### config.mk
export PLATFORM = sky130hd
export DESIGN_NAME = pllseq_ctrl
export DESIGN_NICKNAME = d
export VERILOG_FILES = /design/src/rtl/pllseq_pkg.sv /design/src/rtl/pllseq_poll_timer.sv /design/src/rtl/pllseq_phy_bank.sv /design/src/rtl/pllseq_fsm.sv /design/src/rtl/pllseq_ctrl.sv
export SDC_FILE = /design/constraint.sdc
export NUM_CORES = 1
export LEC_CHECK = 0
export BUFFER_PORTS_ARGS = -buffer_cell sky130_fd_sc_hd__clkbuf_2
export CORE_MARGIN = 4
export CORE_UTILIZATION = 49
export DETAILED_ROUTE_END_ITERATION = 8
export PLACE_DENSITY = 0.83
export SKIP_CTS_REPAIR_TIMING = 1
export SYNTH_ARGS = -nofsm -noshare
export SYNTH_HDL_FRONTEND = slang
export SYNTH_SLANG_ARGS = --single-unit
### constraint.sdc
create_clock -name clk -period 1.85 [get_ports clk]
set_input_delay 0.185 -clock clk [delete_from_list [all_inputs] [get_ports clk]]
set_output_delay 0.185 -clock clk [all_outputs]
set_load 0.02 [all_outputs]
### src/rtl/pllseq_pkg.sv
package pllseq_pkg;

    localparam int NPHY     = 2;
    localparam int MUX_W    = 8;
    localparam int CTL_W    = 8;
    localparam logic [MUX_W-1:0] MUX_RUN  = 8'hC0;
    localparam logic [CTL_W-1:0] CTL3_VAL = 8'h04;

    typedef enum logic [4:0] {
        S_IDLE, S_BIAS_M, S_MUX_M, S_BIAS_S, S_MUX_S, S_RUN, S_POLL,
        S_RSTH_M, S_RSTL_M, S_RSTH_S, S_RSTL_S,
        S_CTL3_M, S_CLK_M, S_CTL3_S, S_CLK_S, S_ON, S_FAIL,
        S_GATE_M, S_PLLOFF, S_BUF_M, S_MUX0_M, S_BIAS0_M,
        S_GATE_S, S_BUF_S, S_MUX0_S, S_BIAS0_S
    } seq_state_e;

    // write strobes towards one PHY register bank
    typedef struct packed {
        logic bias_set;
        logic bias_clr;
        logic buf_clr;
        logic mux_set;
        logic mux_clr;
        logic rst_set;
        logic rst_clr;
        logic ctl_wr;
        logic clk_set;
        logic gate_clr;
    } bank_wr_t;

endpackage

### src/rtl/pllseq_poll_timer.sv
module pllseq_poll_timer
    import pllseq_pkg::*;
#(
    parameter int POLL_US    = 100,
    parameter int TIMEOUT_US = 5000
) (
    input  logic clk,
    input  logic rst_n,
    input  logic run_i,
    input  logic tick_i,
    output logic sample_o,
    output logic last_o
);

    localparam int NSAMP = TIMEOUT_US / POLL_US;
    localparam int UW    = $clog2(POLL_US + 1);
    localparam int SW    = $clog2(NSAMP + 1);
    localparam logic [UW-1:0] U_LAST = UW'(POLL_US - 1);
    localparam logic [SW-1:0] S_LAST = SW'(NSAMP - 1);

    logic [UW-1:0] us_q;
    logic [SW-1:0] smp_q;

    always_ff @(posedge clk or negedge rst_n) begin
        if (!rst_n) begin
            us_q  <= '0;
            smp_q <= '0;
        end else if (!run_i) begin
            us_q  <= '0;
            smp_q <= '0;
        end else if (tick_i) begin
            if (us_q == U_LAST) begin
                us_q  <= '0;
                smp_q <= smp_q + SW'(1);
            end else begin
                us_q <= us_q + UW'(1);
            end
        end
    end

    assign sample_o = run_i && tick_i && (us_q == U_LAST);
    assign last_o   = (smp_q == S_LAST);

    // the sample index never passes the last sample while polling
    p_sample_bound_r3: assert property (@(posedge clk) disable iff (!rst_n)
        run_i |-> (smp_q <= S_LAST));

endmodule

### src/rtl/pllseq_phy_bank.sv
module pllseq_phy_bank
    import pllseq_pkg::*;
(
    input  logic             clk,
    input  logic             rst_n,
    input  bank_wr_t         wr,
    output logic             bias_o,
    output logic             buf_o,
    output logic [MUX_W-1:0] mux_o,
    output logic             rst_o,
    output logic [CTL_W-1:0] ctl_o,
    output logic             gate_o,
    output logic             aux_o
);

    logic pulsed_q;

    always_ff @(posedge clk or negedge rst_n) begin
        if (!rst_n) begin
            bias_o <= 1'b0;
            buf_o  <= 1'b0;
            mux_o  <= '0;
            rst_o  <= 1'b0;
            ctl_o  <= '0;
            gate_o <= 1'b0;
            aux_o  <= 1'b0;
        end else begin
            if (wr.bias_set) begin
                bias_o <= 1'b1;
                buf_o  <= 1'b1;
            end
            if (wr.bias_clr) bias_o <= 1'b0;
            if (wr.buf_clr)  buf_o  <= 1'b0;
            if (wr.mux_set)  mux_o  <= MUX_RUN;
            if (wr.mux_clr)  mux_o  <= '0;
            if (wr.rst_set)  rst_o  <= 1'b1;
            if (wr.rst_clr)  rst_o  <= 1'b0;
            if (wr.ctl_wr)   ctl_o  <= CTL3_VAL;
            if (wr.clk_set) begin
                gate_o <= 1'b1;
                aux_o  <= 1'b1;
            end
            if (wr.gate_clr) gate_o <= 1'b0;
        end
    end

    // tracks a completed reset pulse since the bias last went down
    always_ff @(posedge clk or negedge rst_n) begin
        if (!rst_n)                      pulsed_q <= 1'b0;
        else if (wr.bias_clr)            pulsed_q <= 1'b0;
        else if (rst_o && wr.rst_clr)    pulsed_q <= 1'b1;
    end

    // mux code reaches 0xC0 only with the bias on
    p_mux_after_bias_r1: assert property (@(posedge clk) disable iff (!rst_n)
        $rose(mux_o == MUX_RUN) |-> bias_o);

    // clock gate opens only after a full reset pulse
    p_rst_before_clk_r5: assert property (@(posedge clk) disable iff (!rst_n)
        $rose(gate_o) |-> (pulsed_q && !rst_o));

    // bias is the last thing to go down
    p_bias_last_r7: assert property (@(posedge clk) disable iff (!rst_n)
        $fell(bias_o) |-> (mux_o == '0 && !buf_o && !gate_o));

endmodule

### src/rtl/pllseq_fsm.sv
module pllseq_fsm
    import pllseq_pkg::*;
#(
    parameter int TIMEOUT_US = 5000
) (
    input  logic     clk,
    input  logic     rst_n,
    input  logic     start_i,
    input  logic     stop_i,
    input  logic     master_mode_i,
    input  logic     lock_i,
    input  logic     us_tick_i,
    input  logic     sample_i,
    input  logic     last_i,
    output bank_wr_t wr_m_o,
    output bank_wr_t wr_s_o,
    output logic     run_set_o,
    output logic     run_clr_o,
    output logic     poll_run_o,
    output logic     busy_o,
    output logic     done_o,
    output logic     err_o
);

    seq_state_e state_q, state_d;
    logic       slave_q;
    logic       in_down;
    logic       take_start;

    always_comb begin
        unique case (state_q)
            S_GATE_M, S_PLLOFF, S_BUF_M, S_MUX0_M, S_BIAS0_M,
            S_GATE_S, S_BUF_S, S_MUX0_S, S_BIAS0_S: in_down = 1'b1;
            default:                                in_down = 1'b0;
        endcase
    end

    assign take_start = start_i && !stop_i &&
                        (state_q == S_IDLE || state_q == S_FAIL);

    // next-state selection
    always_comb begin
        state_d = state_q;
        if (stop_i && !in_down) begin
            state_d = S_GATE_M;
        end else begin
            unique case (state_q)
                S_IDLE:    if (take_start) state_d = S_BIAS_M;
                S_BIAS_M:  state_d = S_MUX_M;
                S_MUX_M:   state_d = slave_q ? S_BIAS_S : S_RUN;
                S_BIAS_S:  state_d = S_MUX_S;
                S_MUX_S:   state_d = S_RUN;
                S_RUN:     state_d = S_POLL;
                S_POLL: begin
                    if (sample_i && lock_i)     state_d = S_RSTH_M;
                    else if (sample_i && last_i) state_d = S_FAIL;
                end
                S_RSTH_M:  state_d = S_RSTL_M;
                S_RSTL_M:  state_d = slave_q ? S_RSTH_S : S_CTL3_M;
                S_RSTH_S:  state_d = S_RSTL_S;
                S_RSTL_S:  state_d = S_CTL3_M;
                S_CTL3_M:  state_d = S_CLK_M;
                S_CLK_M:   state_d = slave_q ? S_CTL3_S : S_ON;
                S_CTL3_S:  state_d = S_CLK_S;
                S_CLK_S:   state_d = S_ON;
                S_ON:      state_d = S_ON;
                S_FAIL:    if (take_start) state_d = S_BIAS_M;
                S_GATE_M:  state_d = S_PLLOFF;
                S_PLLOFF:  state_d = S_BUF_M;
                S_BUF_M:   state_d = S_MUX0_M;
                S_MUX0_M:  state_d = S_BIAS0_M;
                S_BIAS0_M: state_d = slave_q ? S_GATE_S : S_IDLE;
                S_GATE_S:  state_d = S_BUF_S;
                S_BUF_S:   state_d = S_MUX0_S;
                S_MUX0_S:  state_d = S_BIAS0_S;
                S_BIAS0_S: state_d = S_IDLE;
                default:   state_d = S_IDLE;
            endcase
        end
    end

    // state register with mode capture, done pulse and error flag
    always_ff @(posedge clk or negedge rst_n) begin
        if (!rst_n) begin
            state_q <= S_IDLE;
            slave_q <= 1'b0;
            done_o  <= 1'b0;
            err_o   <= 1'b0;
        end else begin
            state_q <= state_d;
            done_o  <= (state_d == S_ON) && (state_q != S_ON);
            if (take_start) begin
                slave_q <= master_mode_i;
                err_o   <= 1'b0;
            end else if (state_q == S_POLL && state_d == S_FAIL) begin
                err_o   <= 1'b1;
            end
        end
    end

    // per-state register write strobes
    always_comb begin
        wr_m_o     = '0;
        wr_s_o     = '0;
        run_set_o  = 1'b0;
        run_clr_o  = 1'b0;
        poll_run_o = 1'b0;
        unique case (state_q)
            S_BIAS_M:  wr_m_o.bias_set = 1'b1;
            S_MUX_M:   wr_m_o.mux_set  = 1'b1;
            S_BIAS_S:  wr_s_o.bias_set = 1'b1;
            S_MUX_S:   wr_s_o.mux_set  = 1'b1;
            S_RUN:     run_set_o       = 1'b1;
            S_POLL:    poll_run_o      = 1'b1;
            S_RSTH_M:  wr_m_o.rst_set  = 1'b1;
            S_RSTL_M:  wr_m_o.rst_clr  = 1'b1;
            S_RSTH_S:  wr_s_o.rst_set  = 1'b1;
            S_RSTL_S:  wr_s_o.rst_clr  = 1'b1;
            S_CTL3_M:  wr_m_o.ctl_wr   = 1'b1;
            S_CLK_M:   wr_m_o.clk_set  = 1'b1;
            S_CTL3_S:  wr_s_o.ctl_wr   = 1'b1;
            S_CLK_S:   wr_s_o.clk_set  = 1'b1;
            S_GATE_M:  wr_m_o.gate_clr = 1'b1;
            S_PLLOFF:  run_clr_o       = 1'b1;
            S_BUF_M:   wr_m_o.buf_clr  = 1'b1;
            S_MUX0_M:  wr_m_o.mux_clr  = 1'b1;
            S_BIAS0_M: wr_m_o.bias_clr = 1'b1;
            S_GATE_S:  wr_s_o.gate_clr = 1'b1;
            S_BUF_S:   wr_s_o.buf_clr  = 1'b1;
            S_MUX0_S:  wr_s_o.mux_clr  = 1'b1;
            S_BIAS0_S: wr_s_o.bias_clr = 1'b1;
            default: ;
        endcase
    end

    assign busy_o = !(state_q == S_IDLE || state_q == S_ON || state_q == S_FAIL);

    // independent microsecond count while polling, for the timeout window
    localparam int TW = $clog2(TIMEOUT_US + 2);
    logic [TW-1:0] poll_us_q;
    always_ff @(posedge clk or negedge rst_n) begin
        if (!rst_n)                         poll_us_q <= '0;
        else if (state_q != S_POLL)         poll_us_q <= '0;
        else if (us_tick_i)                 poll_us_q <= poll_us_q + TW'(1);
    end

    // polling never outlasts the timeout
    p_timeout_bound_r4: assert property (@(posedge clk) disable iff (!rst_n)
        (state_q == S_POLL) |-> (poll_us_q < TW'(TIMEOUT_US)));

    // leaving polling towards reset requires lock in that cycle
    p_lock_exit_r3: assert property (@(posedge clk) disable iff (!rst_n)
        (state_q == S_RSTH_M && $past(state_q) == S_POLL) |-> $past(lock_i));

    // done is a single-cycle pulse
    p_done_single_r10: assert property (@(posedge clk) disable iff (!rst_n)
        done_o |=> !done_o);

    // error clears only on a start
    p_err_hold_r11: assert property (@(posedge clk) disable iff (!rst_n)
        $fell(err_o) |-> $past(start_i));

    // stop outside shut-down always enters the gate step
    p_stop_wins_r9: assert property (@(posedge clk) disable iff (!rst_n)
        (stop_i && !in_down) |=> (state_q == S_GATE_M));

endmodule

### src/rtl/pllseq_ctrl.sv
module pllseq_ctrl
    import pllseq_pkg::*;
#(
    parameter int POLL_US    = 100,
    parameter int TIMEOUT_US = 5000
) (
    input  logic                  clk,
    input  logic                  rst_n,
    input  logic                  start_i,
    input  logic                  stop_i,
    input  logic                  master_mode_i,
    input  logic                  us_tick_i,
    input  logic                  lock_i,
    output logic [NPHY-1:0]       bias_en_o,
    output logic [NPHY-1:0]       buf_en_o,
    output logic [NPHY*MUX_W-1:0] sys_mux_o,
    output logic                  pll_run_o,
    output logic [NPHY-1:0]       dig_rst_o,
    output logic [NPHY*CTL_W-1:0] ctrl3_o,
    output logic [NPHY-1:0]       gclk_en_o,
    output logic [NPHY-1:0]       gclk_aux_o,
    output logic                  busy_o,
    output logic                  done_o,
    output logic                  err_o
);

    bank_wr_t wr_bank [NPHY];
    logic     run_set, run_clr, poll_run, sample, last;

    pllseq_poll_timer #(
        .POLL_US    (POLL_US),
        .TIMEOUT_US (TIMEOUT_US)
    ) u_timer (
        .clk      (clk),
        .rst_n    (rst_n),
        .run_i    (poll_run),
        .tick_i   (us_tick_i),
        .sample_o (sample),
        .last_o   (last)
    );

    pllseq_fsm #(
        .TIMEOUT_US (TIMEOUT_US)
    ) u_fsm (
        .clk           (clk),
        .rst_n         (rst_n),
        .start_i       (start_i),
        .stop_i        (stop_i),
        .master_mode_i (master_mode_i),
        .lock_i        (lock_i),
        .us_tick_i     (us_tick_i),
        .sample_i      (sample),
        .last_i        (last),
        .wr_m_o        (wr_bank[0]),
        .wr_s_o        (wr_bank[1]),
        .run_set_o     (run_set),
        .run_clr_o     (run_clr),
        .poll_run_o    (poll_run),
        .busy_o        (busy_o),
        .done_o        (done_o),
        .err_o         (err_o)
    );

    for (genvar p = 0; p < NPHY; p++) begin : g_bank
        pllseq_phy_bank u_bank (
            .clk    (clk),
            .rst_n  (rst_n),
            .wr     (wr_bank[p]),
            .bias_o (bias_en_o[p]),
            .buf_o  (buf_en_o[p]),
            .mux_o  (sys_mux_o[p*MUX_W +: MUX_W]),
            .rst_o  (dig_rst_o[p]),
            .ctl_o  (ctrl3_o[p*CTL_W +: CTL_W]),
            .gate_o (gclk_en_o[p]),
            .aux_o  (gclk_aux_o[p])
        );
    end

    // PLL run control exists on the primary PHY only
    always_ff @(posedge clk or negedge rst_n) begin
        if (!rst_n)       pll_run_o <= 1'b0;
        else if (run_set) pll_run_o <= 1'b1;
        else if (run_clr) pll_run_o <= 1'b0;
    end

    // run starts with the primary bias on and mux at 0xC0
    p_run_after_mux_r2: assert property (@(posedge clk) disable iff (!rst_n)
        $rose(pll_run_o) |-> (bias_en_o[0] && sys_mux_o[MUX_W-1:0] == MUX_RUN));

    // the PLL is switched off only with the primary clock gated
    p_gate_before_off_r7: assert property (@(posedge clk) disable iff (!rst_n)
        $fell(pll_run_o) |-> !gclk_en_o[0]);

    // secondary clock opens only after the primary one
    p_slave_after_master_r6: assert property (@(posedge clk) disable iff (!rst_n)
        $rose(gclk_en_o[1]) |-> gclk_en_o[0]);

    // secondary bias drops only after the primary one
    p_slave_down_r8: assert property (@(posedge clk) disable iff (!rst_n)
        $fell(bias_en_o[1]) |-> (!bias_en_o[0] && !pll_run_o));

endmodule

* After elaboration in Yosys (flattened, before gate mapping)
Memory sizes are Yosys's and may differ from the RTL's.
Index checks and enable logic that the tools add are counted.
** Storage, ports and cells
- Output and inout bits :: 46
- Word-level logic and storage cells :: 147
- Bits in read-only memories :: 32
- Bits in latches :: 0
- Bits in writable memories :: 0
- Memories :: 1
- Register bits :: 50
** Memories
- (no name shown) :: words 32, width 1, rd ports 1, clocked after Yosys merged registers in 0, wr ports 0, line pllseq_fsm.sv:31 : unique case (state_q)
** Cells by class
- Shift-type cells :: 0
- Multipliers :: 0
- Add/sub/neg operators :: 2
- Bitwise logic cells :: 0
- Equal/unequal tests :: 32
- Reduce and logical (&&, ||, !) cells :: 31
- Div/mod/pow operators :: 0
- Order comparisons :: 0
- Muxes and demuxes :: 60
** Operators with widths (number)
- $pmux 5 s23 :: 1
- $eq 5x5->1 const B :: 11
- $eq 5x4->1 const B :: 9
- $mux 1 :: 41
- $mux 8 :: 4
- $mux 5 :: 5
- $reduce_bool 2->1 :: 12
- $mux 7 :: 3
- $eq 5x3->1 const B :: 4
- $mux 6 :: 3
- $eq 5x2->1 const B :: 2
- $logic_and 1x1->1 :: 9
- $add 7x1->7 const B :: 1
- $eq 7x7->1 const B :: 1
- $add 6x1->6 const B :: 1
- $eq 6x6->1 const B :: 1
- $eq 5x1->1 const B :: 1
- $logic_not 5->1 :: 1
- $ne 5x4->1 const B :: 1
- $mux 2 :: 2
- $ne 2x2->1 const B :: 2
- $reduce_or 2->1 :: 2
- $logic_not 1->1 :: 3
- $logic_or 1x1->1 :: 3
- other kinds (2) :: 2

* Logic depth before layout (Yosys ltp)
- Depth in word-level cells :: 13
- Mapped depth :: 7
- Gate-level depth less buffers :: 7

* Modules after synthesis
A second synthesis with hierarchy kept.
** Second synthesis, totals
- Cell total of the unflattened synthesis :: 260
- Area total of the unflattened synthesis :: 2336.0 µm²
** Modules (own cells, without submodules)
- pllseq_fsm :: times used 1, cells an instance 121, area each 867.1 µm²
- pllseq_poll_timer :: times used 1, cells an instance 78, area each 739.5 µm²
- pllseq_phy_bank :: times used 2, cells an instance 29, area each 346.6 µm²
- pllseq_ctrl :: times used 1, cells an instance 3, area each 36.3 µm²

* Worst setup path after synthesis
No wires, ideal clock.
- Kind :: register to register
- Start :: register u_timer.us_q[2]
- End :: register u_fsm.done_o
- Arrival time :: 1.845 ns
- Library setup time :: 0.120 ns
- Slack :: -0.116 ns
- Period minus slack after synthesis :: 1.966 ns
- Buffers on the path :: 0
- Stages on the path, launching flop included :: 6
- Path through :: dfrtp_1 > or4b_4 > or4_4 > nand2b_2 > nand3_2 > and4_1
** Between the ends
- Word-level cells in the longest chain between the ends :: 9
- Elaborated cells on any way between the ends :: 10
- Classes of those cells :: eq/ne (2); mux (4); reduce/logical (4)
** RTL lines
- start: declaration :: line pllseq_poll_timer.sv:21 : logic [UW-1:0] us_q;
- start signal: assignment :: line pllseq_poll_timer.sv:36 : us_q <= us_q + UW'(1);
- $eq 7x7->1 * :: line pllseq_poll_timer.sv:41 : assign sample_o = run_i && tick_i && (us_q == U_LAST);
- $logic_and 1x1->1 * :: line pllseq_poll_timer.sv:41
- $logic_and 1x1->1 :: line pllseq_fsm.sv:56 : else if (sample_i && last_i) state_d = S_FAIL;
- $mux 5 :: line pllseq_fsm.sv:56
- $mux 5 * :: line pllseq_fsm.sv:55 : if (sample_i && lock_i) state_d = S_RSTH_M;
- $pmux 5 s23 * :: line pllseq_fsm.sv:47 : unique case (state_q)
- $mux 5 * :: line pllseq_fsm.sv:44 : if (stop_i && !in_down) begin
- $eq 5x4->1 * :: line pllseq_fsm.sv:91 : done_o <= (state_d == S_ON) && (state_q != S_ON);
- $logic_and 1x1->1 * :: line pllseq_fsm.sv:91
- end signal: assignment :: line pllseq_fsm.sv:91
- end: declaration :: line pllseq_fsm.sv:21 : output logic done_o,
Mark *: on every way between the ends. The rest lies on a longest branch, timed or not.
A chain may end at the register's enable or synchronous reset.

* Worst setup path in the final report
- Start :: register u_timer.smp_q[3]
- End :: register u_fsm.done_o
** Between the ends
- Word-level cells in the longest chain between the ends :: 8
** RTL lines
- start: declaration :: line pllseq_poll_timer.sv:22 : logic [SW-1:0] smp_q;
- start signal: assignment :: line pllseq_poll_timer.sv:34 : smp_q <= smp_q + SW'(1);
- $eq 6x6->1 :: line pllseq_poll_timer.sv:42 : assign last_o = (smp_q == S_LAST);
- $logic_and 1x1->1 :: line pllseq_fsm.sv:56
- $mux 5 :: line pllseq_fsm.sv:56
- $mux 5 :: line pllseq_fsm.sv:55
- $pmux 5 s23 :: line pllseq_fsm.sv:47
- $mux 5 :: line pllseq_fsm.sv:44
- $eq 5x4->1 :: line pllseq_fsm.sv:91
- $logic_and 1x1->1 :: line pllseq_fsm.sv:91
Every way passes these cells.

==> reports/metrics.csv <==
metric,value,unit
status,finished with violations,
violations,setup timing,
drtIter0Drc,231,
regMostFlops,u_timer.us_q,
coreArea,4410,sq um
finalSetupViolCount,3,
max_freq,514,MHz
ys_seq_elements,36,
die_w,76.2,microns
cts_buffers,5,
synth_edf_count,0,
grt_max_degree,22,
post-route-period-util,105,%
yosysTopAreaCell,dfrtp_1,
fin_setup_tns,-0.180,ns
hold_slack,0.135,ns
h-tree-depth,2,
antenna_found_initial,0,
via_per_inst,5.56,
drv_slew,0,
finalPower,3.49,mW
cp.arrival,2.14,ns
clk_pin_slew,0.07,ns
grtUsageTotal,17.1,%
syn_area,2280,sq um
async_flop_share,100,%
dp.cells,342,
dieArea,5800,sq um
ant_nets,0,
place_area,2440,sq um
netSwitchingFraction,45.1,%
portBuffers,26,
root_buffer,clkbuf_8,
area_growth,13.3,%
yosys_warnings,0,
drt-wirelength-per-cell,14.2,microns
largest_reg_flops,7,
dp_worst_setup_slack,-0.0782,ns
layout.nets,308,
first_pass_iters,5,
stdcell_count,351,
clkPwrFrac,16.3,%
power.switching,1.57,mW
wirelength,4980,microns
die_h,76.2,microns
cp.required,2.04,ns
gp_congestion,0.939,
yosysSeqAreaShare,39.6,%
clockBufferDepth,2,
fin_ws,-0.0969,ns
largest_registers,"u_timer.us_q (7), u_timer.smp_q (6), u_fsm.state_q (5)",
rsz0062_at_grt,true,
io_pins,53,
leakagePower,1.22,nW
yosys-top-cells-area,"dfrtp_1, buf_4, nor2_1",
power-per-cell-area,1350,nW/um^2
synth_ff_type,dfrtp_1,
via_count,1952,
synth_cells,265,
vdd_drop_max,479,uV
cts.sinks,36,
grt_pass1_wl,8340,microns
initial_utilization,51.6,%
drive_gt1_share,26.8,%
drc,0,
p_seq_share,33.1,%
max_cap_violations,0,
ys_types,49,
yosysTopAreaCellShare,39.6,%
hold_path_class,in -> reg,
clock_latency,0.30,ns
final_core_util,58.4,%
hold_viol_final,0,
worst_pin_slew,0.554,ns
combPwrFrac,50.7,%
worstSetupStartpointType,register,
maxSlewHeadroom,62.5,%
avgSynthCellArea,8.59,sq um
grt_pass1_vias,1797,
dp_hpwl,3720,microns
final_cell_area,2580,sq um
mostFrequentLayoutCell,dfrtp_1,
clock_skew,0.00434,ns
std_cell_rows,24,
nFillCells,379,
cts_tree,done,
path_max_fanout,2,
grt_remaining_overflow,0,
period_needed,1.95,ns
mostFrequentLayoutCells,"dfrtp_1, nor2_1, buf_4, conb_1, clkbuf_2",
critPathKind,reg -> reg,
n_antenna_cell,0,
cp-end-kind,register,
p_int,1.91,mW
[per-layer routing]
layer | global-route usage, % | up-vias | routed length [microns]
li1 | - | 930 | -
met1 | 21.7 | 935 | 2180
met2 | 28.3 | 80 | 2410
met3 | 4.02 | 7 | 320
met4 | 6.47 | 0 | 76
met5 | 0 | - | 0
[synthesized netlist by cell type, drive strengths merged, types with 5 or more instances]
master,instances
inv,8
nand3,6
o31ai,5
clkbuf,14
a31oi,8
o21ai,11
nor2,32
buf,39
nor3,6
dfrtp,36
a21oi,15
nand2,19
[kinds of logic after synthesis]
kind of cell               after synthesis  synth area share, %
AOI/OAI and AO/OA                       62                 17.6
xor gates and xnor gates                 7                 2.69
adders and majority gates                3                 1.65
buffers and inverters                   62                 16.5
DFF                                     36                 39.6
muxes                                    4                 1.81
other                                    1                0.165
and+or+nand+nor                         90                 20.0
[cell type report]
type | instances | area (sq um) | share of cell area (%)
timing repair buffer | 54 | 349 | 13.5
clock buffer | 5 | 68.8 | 2.67
inverter | 9 | 33.8 | 1.31
clock inverter | 3 | 18.8 | 0.727
sequential | 36 | 902 | 35.0
tap | 52 | 65.1 | 2.52
multi-input combinational | 192 | 1140 | 44.3
[power by group through the flow]
stage	clock network, mW	registers [mW]	logic, mW
2_1_floorplan	0	1.12	1.30
3_3_place_gp	0	1.15	1.66
3_5_place_dp	0	1.16	1.69
4_1_cts	0.578	1.14	1.70
5_1_grt	0.609	1.18	1.94
6_report	0.567	1.15	1.77
[final timing paths]
path | startpoint | slack (ns) | cells past startpoint | endpoint
worst max register to register | u_timer.smp_q[3] | -0.1 | 5 | u_fsm.done_o
min in group asynchronous | rst_n | 0.39 | 2 | pll_run_o
worst min-delay path | master_mode_i | 0.14 | 2 | u_fsm.slave_q
worst max-delay path | u_timer.smp_q[3] | -0.1 | 5 | u_fsm.done_o
worst min register to register | g_bank[1].u_bank.ctl_o[2] | 0.47 | 1 | g_bank[1].u_bank.ctl_o[2]
max in group asynchronous | rst_n | 0.93 | 3 | u_fsm.state_q[0]
[worst max-delay path, stage by stage, from the launching register on]
cell	delay (ns)
dfrtp_1	0.40
or4b_4	0.51
or4_4	0.57
nand2b_4	0.09
o211ai_1	0.09
and4_1	0.19
No activity file was read; power rests on OpenSTA's default activity.
